### src/rtl/rxring_pkg.sv
// Package: shared constants for the receive ring stop-index controller.
// Assumes a 32-bit register port with four word registers.
package rxring_pkg;

    // Register word selects
    localparam logic [1:0] REG_CUR    = 2'd0;
    localparam logic [1:0] REG_STOP   = 2'd1;
    localparam logic [1:0] REG_REASON = 2'd2;
    localparam logic [1:0] REG_MASK   = 2'd3;

    // Reason bit positions
    localparam int unsigned BIT_UFLOW = 13;
    localparam int unsigned BIT_DONE  = 16;

    // Number of fatal error sources and their reason bit positions
    localparam int unsigned N_FATAL = 5;
    localparam int unsigned FATAL_POS [N_FATAL] = '{10, 11, 12, 14, 15};

    // Implemented reason / mask bits
    localparam logic [31:0] REASON_VALID = 32'h0001_FC00;

endpackage

### src/rtl/rxring_ptr.sv
// Module: rxring_ptr
// Holds the current slot, the stop slot and the stall flag.
// A strobe is accepted when not stalled; the step is compared against the
// stop slot as held before this edge, so a same-cycle stop write acts later.
// Assumes SLOTS is a power of two so the slot counter wraps on its own.
module rxring_ptr #(
    parameter int unsigned SLOTS = 8,
    localparam int unsigned SLOT_W = $clog2(SLOTS)
) (
    input  logic              clk,
    input  logic              rst_n,
    input  logic              frame_i,
    input  logic              stop_we_i,
    input  logic [SLOT_W-1:0] stop_slot_i,
    output logic [SLOT_W-1:0] cur_o,
    output logic [SLOT_W-1:0] stop_o,
    output logic              accept_o,
    output logic              uflow_o,
    output logic              drop_o
);

    logic [SLOT_W-1:0] cur_q;
    logic [SLOT_W-1:0] stop_q;
    logic              stall_q;
    logic [SLOT_W-1:0] nxt;

    // Decide acceptance and whether the step meets the stop slot
    always_comb begin
        nxt      = cur_q + 1'b1;
        accept_o = frame_i && !stall_q;
        uflow_o  = accept_o && (nxt == stop_q);
        drop_o   = frame_i && stall_q;
    end

    // Step the current slot on each accepted strobe
    always_ff @(posedge clk) begin
        if (!rst_n)        cur_q <= '0;
        else if (accept_o) cur_q <= nxt;
    end

    // Load the stop slot from the register port
    always_ff @(posedge clk) begin
        if (!rst_n)         stop_q <= '0;
        else if (stop_we_i) stop_q <= stop_slot_i;
    end

    // Stall on underflow; any stop write releases it
    always_ff @(posedge clk) begin
        if (!rst_n)         stall_q <= 1'b0;
        else if (stop_we_i) stall_q <= 1'b0;
        else if (uflow_o)   stall_q <= 1'b1;
    end

    assign cur_o  = cur_q;
    assign stop_o = stop_q;

    AST_ADV_ONE_SLOT: assert property (@(posedge clk) disable iff (!rst_n)
        accept_o |=> (cur_q == SLOT_W'($past(cur_q) + 1'b1)));
    AST_STALL_HOLDS: assert property (@(posedge clk) disable iff (!rst_n)
        (stall_q && frame_i) |=> $stable(cur_q));
    AST_STALL_AT_STOP: assert property (@(posedge clk) disable iff (!rst_n)
        $rose(stall_q) |-> (cur_q == stop_q));
    AST_WRITE_RELEASES: assert property (@(posedge clk) disable iff (!rst_n)
        stop_we_i |=> !stall_q);

endmodule

### src/rtl/rxring_irq.sv
// Module: rxring_irq
// Sticky reason register with write-one-to-clear and an interrupt mask.
// A set event wins over a clear of the same bit in the same cycle.
// Assumes set_i carries only implemented bits.
module rxring_irq
    import rxring_pkg::*;
(
    input  logic        clk,
    input  logic        rst_n,
    input  logic [31:0] set_i,
    input  logic        clr_we_i,
    input  logic        mask_we_i,
    input  logic [31:0] wdata_i,
    output logic [31:0] reason_o,
    output logic [31:0] mask_o,
    output logic        irq_o
);

    logic [31:0] reason_q;
    logic [31:0] mask_q;
    logic [31:0] clr_bits;

    // Bits removed by a clear write this cycle
    always_comb clr_bits = clr_we_i ? wdata_i : 32'h0;

    // Accumulate reasons, drop cleared ones, keep only implemented bits
    always_ff @(posedge clk) begin
        if (!rst_n) reason_q <= '0;
        else        reason_q <= ((reason_q & ~clr_bits) | set_i) & REASON_VALID;
    end

    // Load the mask, keeping only implemented bits
    always_ff @(posedge clk) begin
        if (!rst_n)         mask_q <= '0;
        else if (mask_we_i) mask_q <= wdata_i & REASON_VALID;
    end

    assign reason_o = reason_q;
    assign mask_o   = mask_q;
    assign irq_o    = |(reason_q & mask_q);

    AST_SET_STICKY: assert property (@(posedge clk) disable iff (!rst_n)
        (set_i != 32'h0) |=> ((reason_q & $past(set_i)) == $past(set_i)));
    AST_W1C: assert property (@(posedge clk) disable iff (!rst_n)
        (clr_we_i && ((wdata_i & ~set_i) != 32'h0))
        |=> ((reason_q & $past(wdata_i & ~set_i)) == 32'h0));
    AST_ONLY_VALID: assert property (@(posedge clk) disable iff (!rst_n)
        ((reason_q | mask_q) & ~REASON_VALID) == 32'h0);

endmodule

### src/rtl/rxring_dropcnt.sv
// Module: rxring_dropcnt
// Counts strobes discarded during a stall; saturates at all ones.
module rxring_dropcnt #(
    parameter int unsigned DROP_W = 8
) (
    input  logic              clk,
    input  logic              rst_n,
    input  logic              drop_i,
    output logic [DROP_W-1:0] count_o
);

    logic [DROP_W-1:0] cnt_q;

    // Increment on each dropped strobe until full
    always_ff @(posedge clk) begin
        if (!rst_n)                       cnt_q <= '0;
        else if (drop_i && (~cnt_q != 0)) cnt_q <= cnt_q + 1'b1;
    end

    assign count_o = cnt_q;

    AST_DROP_COUNTS: assert property (@(posedge clk) disable iff (!rst_n)
        (drop_i && (~cnt_q != 0)) |=> (cnt_q == DROP_W'($past(cnt_q) + 1'b1)));
    AST_NO_DROP_NO_CHANGE: assert property (@(posedge clk) disable iff (!rst_n)
        !drop_i |=> $stable(cnt_q));

endmodule

### src/rtl/rxring_stopidx_ctrl.sv
// Module: rxring_stopidx_ctrl (top)
// Receive ring slot tracker: register decode, byte-offset conversion,
// reason event mapping and the request output.
// Assumes SLOTS and DESC_BYTES are powers of two with both offsets within 32 bits.
module rxring_stopidx_ctrl
    import rxring_pkg::*;
#(
    parameter int unsigned SLOTS      = 8,
    parameter int unsigned DESC_BYTES = 4,
    parameter int unsigned DROP_W     = 8
) (
    input  logic              clk,
    input  logic              rst_n,
    input  logic              frame_stb,
    input  logic [4:0]        err_evt,
    input  logic              reg_we,
    input  logic [1:0]        reg_addr,
    input  logic [31:0]       reg_wdata,
    output logic [31:0]       reg_rdata,
    output logic              irq,
    output logic [DROP_W-1:0] drop_count
);

    localparam int unsigned SLOT_W = $clog2(SLOTS);
    localparam int unsigned DB_SH  = $clog2(DESC_BYTES);

    logic [SLOT_W-1:0] cur_slot;
    logic [SLOT_W-1:0] stop_slot;
    logic              accept;
    logic              uflow;
    logic              drop;
    logic              stop_we;
    logic              clr_we;
    logic              mask_we;
    logic [31:0]       set_vec;
    logic [31:0]       err_vec;
    logic [31:0]       reason;
    logic [31:0]       mask;
    logic [31:0]       cur_ofs;
    logic [31:0]       stop_ofs;

    // Decode register writes
    always_comb begin
        stop_we = reg_we && (reg_addr == REG_STOP);
        clr_we  = reg_we && (reg_addr == REG_REASON);
        mask_we = reg_we && (reg_addr == REG_MASK);
    end

    // Map each fatal input onto its reason bit
    for (genvar g = 0; g < N_FATAL; g++) begin : g_fatal
        always_comb begin
            err_vec[FATAL_POS[g]] = err_evt[g];
        end
    end
    assign err_vec[9:0]   = '0;
    assign err_vec[13]    = 1'b0;
    assign err_vec[31:16] = '0;

    // Combine event sources into the reason set vector
    always_comb begin
        set_vec            = err_vec;
        set_vec[BIT_DONE]  = accept;
        set_vec[BIT_UFLOW] = uflow;
    end

    rxring_ptr #(.SLOTS(SLOTS)) u_ptr (
        .clk        (clk),
        .rst_n      (rst_n),
        .frame_i    (frame_stb),
        .stop_we_i  (stop_we),
        .stop_slot_i(reg_wdata[DB_SH +: SLOT_W]),
        .cur_o      (cur_slot),
        .stop_o     (stop_slot),
        .accept_o   (accept),
        .uflow_o    (uflow),
        .drop_o     (drop)
    );

    rxring_irq u_irq (
        .clk      (clk),
        .rst_n    (rst_n),
        .set_i    (set_vec),
        .clr_we_i (clr_we),
        .mask_we_i(mask_we),
        .wdata_i  (reg_wdata),
        .reason_o (reason),
        .mask_o   (mask),
        .irq_o    (irq)
    );

    rxring_dropcnt #(.DROP_W(DROP_W)) u_drop (
        .clk    (clk),
        .rst_n  (rst_n),
        .drop_i (drop),
        .count_o(drop_count)
    );

    // Convert slots to byte offsets
    always_comb begin
        cur_ofs                    = '0;
        stop_ofs                   = '0;
        cur_ofs[DB_SH +: SLOT_W]   = cur_slot;
        stop_ofs[DB_SH +: SLOT_W]  = stop_slot;
    end

    // Read mux
    always_comb begin
        unique case (reg_addr)
            REG_CUR:    reg_rdata = cur_ofs;
            REG_STOP:   reg_rdata = stop_ofs;
            REG_REASON: reg_rdata = reason;
            default:    reg_rdata = mask;
        endcase
    end

    AST_UFLOW_SETS_BIT: assert property (@(posedge clk) disable iff (!rst_n)
        uflow |=> reason[BIT_UFLOW]);
    AST_FATAL_SETS_BIT: assert property (@(posedge clk) disable iff (!rst_n)
        err_evt[0] |=> reason[10]);

endmodule

### config.mk
export PLATFORM = sky130hd
export DESIGN_NAME = rxring_stopidx_ctrl
export DESIGN_NICKNAME = d
export VERILOG_FILES = /design/src/rtl/rxring_pkg.sv /design/src/rtl/rxring_ptr.sv /design/src/rtl/rxring_irq.sv /design/src/rtl/rxring_dropcnt.sv /design/src/rtl/rxring_stopidx_ctrl.sv
export SDC_FILE = /design/constraint.sdc
export NUM_CORES = 1
export LEC_CHECK = 0
export BUFFER_PORTS_ARGS = -buffer_cell sky130_fd_sc_hd__buf_2
export CAP_MARGIN = 5
export CORE_MARGIN = 2
export CORE_UTILIZATION = 40
export CTS_BUF_LIST = sky130_fd_sc_hd__clkbuf_8 sky130_fd_sc_hd__clkbuf_16
export DETAILED_ROUTE_END_ITERATION = 12
export PLACE_DENSITY_LB_ADDON = 0.3
export SYNTH_ARGS = -nofsm -noshare
export SYNTH_HDL_FRONTEND = slang
export SYNTH_SLANG_ARGS = --single-unit
### constraint.sdc
create_clock -name clk -period 1.2 [get_ports clk]
set_input_delay 0.24 -clock clk [delete_from_list [all_inputs] [get_ports clk]]
set_output_delay 0.24 -clock clk [all_outputs]
set_load 0.01 [all_outputs]
==> results.md, run 1 <==
* Reg clk slew, reported paths at 0.06 ns
* Seq cells post-synth at 29
* GRT Residual Overflow at 0
* XOR/XNOR Fraction of Synth Area at 4.86%
* Routability congestion estimate at 0.697
* Peak VDD IR at around 0.67 mV
* Die area at between 4000 and 5000 um2
* Failing checks: setup timing
* Design Area, Final at 2100 um2
* Max-cap check violation count at 0
* Final slew viol count at 0
* Setup violators final at 7
* Die height at 66.2 um
* Synthesized instance count at 165
* Slowest cell delay on critical path at 0.37 ns
* Hold bufs inserted after CTS at 0
* Syn_area_per_cell at 9.37 um2
* Starting density of the core at 41.9%
* Synth top area cells: dfxtp_1 (38%), mux2i_1 (14%), buf_4 (11%)
* DRC at 0
* Post-synthesis cell area at 1550 um2
* Post-DP Area at 1890 um2
* Min Tclk post-route at 1.50 ns
* Most common cell after layout, fill and taps aside: buf_2
* Cell Rows at 22
* Mux contribution to synthesized area at around 14%
* Unrepaired setup endpoints after global routing: yes
* Diode count at 0
* Maximum clock path buffer count at 2
* Initial antenna violation count at 0
* H-tree depth at 2
* Port buffer count at 39
* Hold Slack at 0.158 ns
* Total wire length at about 3.4 mm
* Num CTS Buffers at 5
* CP Max Fanout at 2
* Synth Area in Compound Gates at 13.0%
* Ports at 84
* Area Overhead vs Synth at 35.8%
* Sink Count at 29
* Clk_skew at 0.00239 ns
* Data arrival, critical path at 1.26 ns
* TritonCTS clock tree: built
* Hold Vio Cnt, Final at 0
* Min-Delay Path Class: primary input to flip-flop
* Status: complete, but fails checks
* Sequential area share after synthesis at 37.6%
* Pleak at slightly above 1 nW
* Period utilisation layout at 125%
* Detail Route Antenna Nets at 0
* Maximum achievable frequency at about 670 MHz
* Crit path kind: flip-flop to output port
* Number of global-route vias before repair at 1165
* Largest area contributor in the synthesized netlist: dfxtp_1
* Critical Path Start Type: flip-flop
* Final worst setup slack at -0.299 ns
* Post-synthesis adder-cell area fraction at 1.62%
* Pwr/cell area at 1050 nW/um2
* Core Footprint at 3690 um2
* Root cell of the clock tree: clkbuf_8
* Final #Nets at 275
* Yosys cell types at 32
* Main combinational cell family by area after synthesis: simple AND/OR/NAND/NOR gates
* Warnings from Yosys at 0
* DR vias/cell at 4.77
* Fraction of layout cells with a size suffix above 1 at 45.0%
* GRT Overall Usage at 16.3%
* CP max-delay cell: a222oi_1
* First-pass GRT wire length at 5.30 mm
* DR pass1 iterations at 6
* Critical-path cell list: a222oi_1 > nand3_1 > buf_2
* Share of the synthesized area in the top cell type at between 30 and 40%
* CP required at 0.96 ns
* Overall power at 2.21 mW
* 1st-iter DRT viols at 38
* Clock Latency Late Sink at 0.29 ns
* Largest net degree at the start of global routing at 12
* Horiz. Die Dim at around 66 um
* Commonest non-fill, non-tap cells in the layout: buf_2 (39), conb_1 (22), mux2i_1 (21)
* Routed len/inst at about 12 um
* Post-DP HPWL at between 2 and 2.5 mm
* Crit end category: output port
* Synth Area in Simple Gates at between 15 and 20%
* Via count at roughly 1300
## worst paths after layout
| path | from | to | slack [ns] | depth (start not counted) |
|---|---|---|---|---|
| hold reg to reg | u_drop.count_o[7]$_SDFFE_PN0P_ | u_drop.count_o[7]$_SDFFE_PN0P_ | 0.49 | 2 |
| hold / removal | err_evt[4] | u_irq.reason_o[15]$_SDFF_PN0_ | 0.16 | 2 |
| setup reg to reg | u_ptr.cur_o[0]$_SDFFE_PN0P_ | u_ptr.stall_q$_SDFFE_PP0P_ | 0 | 5 |
| setup / recovery | u_irq.mask_o[14]$_SDFFE_PN0P_ | irq | -0.30 | 3 |
## flip-flops by register name, summed over array words and instances, names as in the netlist
| register | count |
|---|---|
| u_ptr.stall_q | 1 |
| u_ptr.cur_o | 3 |
| u_irq.reason_o | 7 |
| u_ptr.stop_o | 3 |
| u_irq.mask_o | 7 |
| u_drop.count_o | 8 |
## synthesized netlist by cell type
| cell | count |
|---|---|
| a21oi_1 | 6 |
| and4_1 | 1 |
| nor2_1 | 18 |
| nand3_1 | 5 |
| dfxtp_1 | 29 |
| a222oi_1 | 1 |
| nand2_1 | 4 |
| a21boi_0 | 1 |
| ha_1 | 2 |
| and3b_1 | 1 |
| buf_4 | 22 |
| xnor2_1 | 2 |
| o211a_1 | 1 |
| nand3_4 | 1 |
| conb_1 | 1 |
| a21boi_1 | 6 |
| a22oi_1 | 2 |
| o21a_1 | 7 |
| nand4_1 | 2 |
| or4_1 | 2 |
| xor2_1 | 4 |
| buf_2 | 1 |
| nand3b_1 | 2 |
| o21ai_0 | 3 |
| clkbuf_1 | 4 |
| xnor3_1 | 1 |
| and2b_4 | 1 |
| or3_1 | 3 |
| o31ai_1 | 2 |
| nor2b_1 | 7 |
| mux2i_1 | 21 |
| inv_1 | 2 |
## report_power, final
group / switching (mW) / internal, mW / leakage, nW / total [mW]
Combinational: 0.185 / 0.219 / 0.737 / 0.404
Clock: 0.371 / 0.385 / 0.0519 / 0.756
Sequential: 0.0421 / 1.01 / 0.249 / 1.05
Total: 0.598 / 1.61 / 1.04 / 2.21
## per-stage QoR
step                      setup slack, ns  setup TNS [ns]  cells  utilization (%)
after detailed placement          -0.0320         -0.0680    266             51.2
after global placement            -0.0356         -0.0510    266             51.2
final                              -0.299          -0.680    279             56.9
after floorplan                   -0.0207         -0.0207    186                -
after global routing               -0.426           -1.44    279             56.9
after CTS                          -0.324          -0.641    276             54.7
## timing repair
item | in CTS | in global routing
gates resized for setup | 20 | 21
buffers inserted | 2 | 3
endpoints found under the setup margin | 16 | 17
pin swaps | 5 | 13
## final cells by class
class	count	area, um2
Clock buffer	5	68.8
Clock inverter	3	11.3
Fill cell	356	1590
Inverter	2	7.51
Multi-Input combinational cell	128	896
Sequential cell	29	632
Tap cell	48	60.1
Timing Repair Buffer	64	423
## critical path: cells and delay by family, from the launching register on
family          cells  cell delay (ns)
compound gates      1             0.37
buf+inv             1             0.16
flops               1             0.32
simple gates        1             0.13
## routing by layer
metal,track usage (%),routed length (um),part of all wire [%]
met5,0,0,0
met4,8.42,70,2.1
met3,4.43,199,5.9
met2,22.1,1470,44
met1,23.2,1610,48
## cell families after synthesis
logic type,count (synthesis)
multiplexers,21
other,1
buffers and inverters,29
AO/OA/AOI/OAI,29
AND/OR/NAND/NOR,47
adder cells (fa/ha/maj),2
XOR/XNOR,7
flip-flops,29
Power figures use the tool's default switching activity.
==> run 2, diff against run 1 <==
Settings changed: REMOVE_ABC_BUFFERS set to 1.
==> run 2 against run 1 <==
The run still ends with setup timing left. First-iteration DRC count decreased by 7.9%. Clock-buffer cell count grew 1. Via count is 1.8% lower. Worst setup slack better by 0.071 ns. Utilization rose by 1.3 points. Hold slack better by 0.015 ns. Cell count is 2.5% higher. Non-clock buffer count up 8. Largest cell class unchanged. Largest power group unchanged.
==> results.md, run 2 (same netlist as run 1, synthesis figures left out) <==
* Maximum clock path buffer count at 2 (unchanged)
* CP required at 0.96 ns (about the same)
* Number of global-route vias before repair at 1188 (+2.0%)
* Post-Route Setup TNS at -0.502 ns (+0.178 ns)
* DRC at 0 (unchanged)
* Data arrival, critical path at 1.19 ns (-0.07 ns)
* Max-cap check violation count at 0 (unchanged)
* Final #Nets at 283 (+2.9%)
* Num CTS Buffers at 5 (unchanged)
* Largest net degree at the start of global routing at 11 (-1)
* Horiz. Die Dim at 66.2 um (unchanged)
* GRT Residual Overflow at 0 (unchanged)
* CP max-delay cell: a222oi_1
* Crit end category: output port
* Die height at 66.2 um (unchanged)
* Critical-path cell list: a222oi_1 > nand3_1 > buf_2
* DR vias/cell at 4.57 (-4.2%)
* Total wire length at 3.22 mm (-4.1%)
* GRT Overall Usage at 15.8% (-0.51 points)
* Pleak at 1.08 nW (+3.8%)
* 1st-iter DRT viols at 35 (-7.9%)
* Commonest non-fill, non-tap cells in the layout: buf_2 (39), buf_4 (25), dfxtp_2 (23)
* Most common cell after layout, fill and taps aside: buf_2
* Root cell of the clock tree: clkbuf_8
* Worst Min Path Start: err_evt[0]
* Core Footprint at 3690 um2 (unchanged)
* Setup violators final at 6 (-1)
* Hold Vio Cnt, Final at 0 (unchanged)
* Routed len/inst at 11.2 um (-6.5%)
* Status: complete, but fails checks
* Diode count at 0 (unchanged)
* Clk_skew at 0.00129 ns (-0.00110 ns)
* Unrepaired setup endpoints after global routing: yes
* Min Tclk post-route at 1.43 ns (-0.0713 ns)
* CP Max Fanout at 2 (unchanged)
* Inst Count DP at 274 (+3.0%)
* RR Startpoint: u_ptr.stop_o[2]$_SDFFE_PN0P_
* Starting density of the core at 41.9% (unchanged)
* Detail Route Antenna Nets at 0 (unchanged)
* Pwr/cell area at 1050 nW/um2 (-0.29%)
* Clock Latency Late Sink at 0.27 ns (-0.02 ns)
* Peak VDD IR at 0.652 mV (-3.2%)
* Port buffer count at 39 (unchanged)
* Final worst setup slack at -0.228 ns (+0.0713 ns)
* TritonCTS clock tree: built
* Final cell count without fillers at 286 (+2.5%)
* CP Buf/Inv Count at 1 (unchanged)
* Fraction of layout cells with a size suffix above 1 at 45.8% (+0.78 points)
* Crit path kind: flip-flop to output port
* CP delay by family, top: compound AO/OA/AOI/OAI gates
* Critical Path Start Type: flip-flop
* H-tree depth at 2 (unchanged)
* Initial antenna violation count at 0 (unchanged)
* Post-DP HPWL at 2.42 mm (-0.43%)
* Maximum achievable frequency at 700 MHz (+5.0%)
* Crit path launch: u_irq.mask_o[14]$_SDFFE_PN0P_
* Ports at 84 (unchanged)
* Cell Rows at 22 (unchanged)
* Largest register FFs at 8 (unchanged)
* Routability congestion estimate at 0.752 (+7.9%)
* Sink Count at 29 (unchanged)
* Slowest cell delay on critical path at 0.34 ns (-0.03 ns)
* Failing checks: setup timing
* Via count at 1306 (-1.8%)
* Final slew viol count at 0 (unchanged)
* Reg clk slew, reported paths at 0.06 ns (about the same)
* First-pass GRT wire length at 5.22 mm (-1.6%)
* Period utilisation layout at 119% (-5.9 points)
* Die area at 4380 um2 (unchanged)
* DR pass1 iterations at 4 (-2)
* Area Overhead vs Synth at 38.8%
* Min-Delay Path Class: primary input to flip-flop
-- run 2: worst register-to-register path: cells and delay by family, from the launching register on --
| kind | cells | cell delay [ns] |
|---|---|---|
| buf+inv | 1 | 0.11 |
| compound gates | 1 | 0.20 |
| flops | 1 | 0.33 |
| xor+xnor | 1 | 0.31 |
| simple gates | 1 | 0.17 |
-- run 2: path summary, 6_finish.rpt --
path	endpoint	slack, ns	depth (start not counted)
hold / removal	u_irq.reason_o[10]$_SDFF_PN0_	0.17	2
setup reg to reg	u_ptr.stall_q$_SDFFE_PP0P_	-0.02	4
hold reg to reg	u_drop.count_o[6]$_SDFFE_PN0P_	0.50	2
setup / recovery	irq	-0.23	3
-- run 2: timing repair --
item / CTS / global route
hold buffers: 0 / 0
setup buffers: 0 / 5
gates cloned: 0 / 0
endpoints found under the setup margin: 14 / 17
gates resized for setup: 15 / 20
pin swaps: 5 / 7
-- run 2: through the flow --
step | hold WS (ns) | util (%) | instance area, um2 | worst slack [ns] | power, mW
2_1_floorplan | 0.358 | - | 1440 | -0.0572 | 1.26
3_3_place_gp | 0.452 | 52.6 | 1940 | -0.0619 | 1.46
5_1_grt | 0.168 | 58.1 | 2140 | -0.288 | 2.39
6_report | 0.173 | 58.1 | 2140 | -0.228 | 2.25
3_5_place_dp | 0.453 | 52.6 | 1940 | -0.0722 | 1.46
4_1_cts | 0.164 | 56.0 | 2070 | -0.254 | 2.28
-- run 2: cell type report --
class	count	area, um2
well taps	48	60.1
fillers	366	1540
flip-flops and latches	29	613
clock inverters	1	3.75
multi-input cells	128	878
repair buffers	72	499
inverters	2	7.51
clock buffers	6	82.6
-- run 2: layer usage --
| layer | share of wire [%] | GRT usage [%] | vias to the layer above |
|---|---|---|---|
| met5 | 0 | 0 | - |
| met3 | 5.6 | 5.79 | 6 |
| met2 | 51 | 25.0 | 35 |
| met4 | 1.3 | 6.38 | 0 |
| li1 | - | - | 673 |
| met1 | 42 | 19.4 | 592 |
-- run 2: report_power, final --
group | internal (mW) | switching, mW | total, mW
Sequential | 1.02 | 0.0387 | 1.06
Clock | 0.445 | 0.335 | 0.780
Combinational | 0.230 | 0.186 | 0.416
Total | 1.69 | 0.560 | 2.25
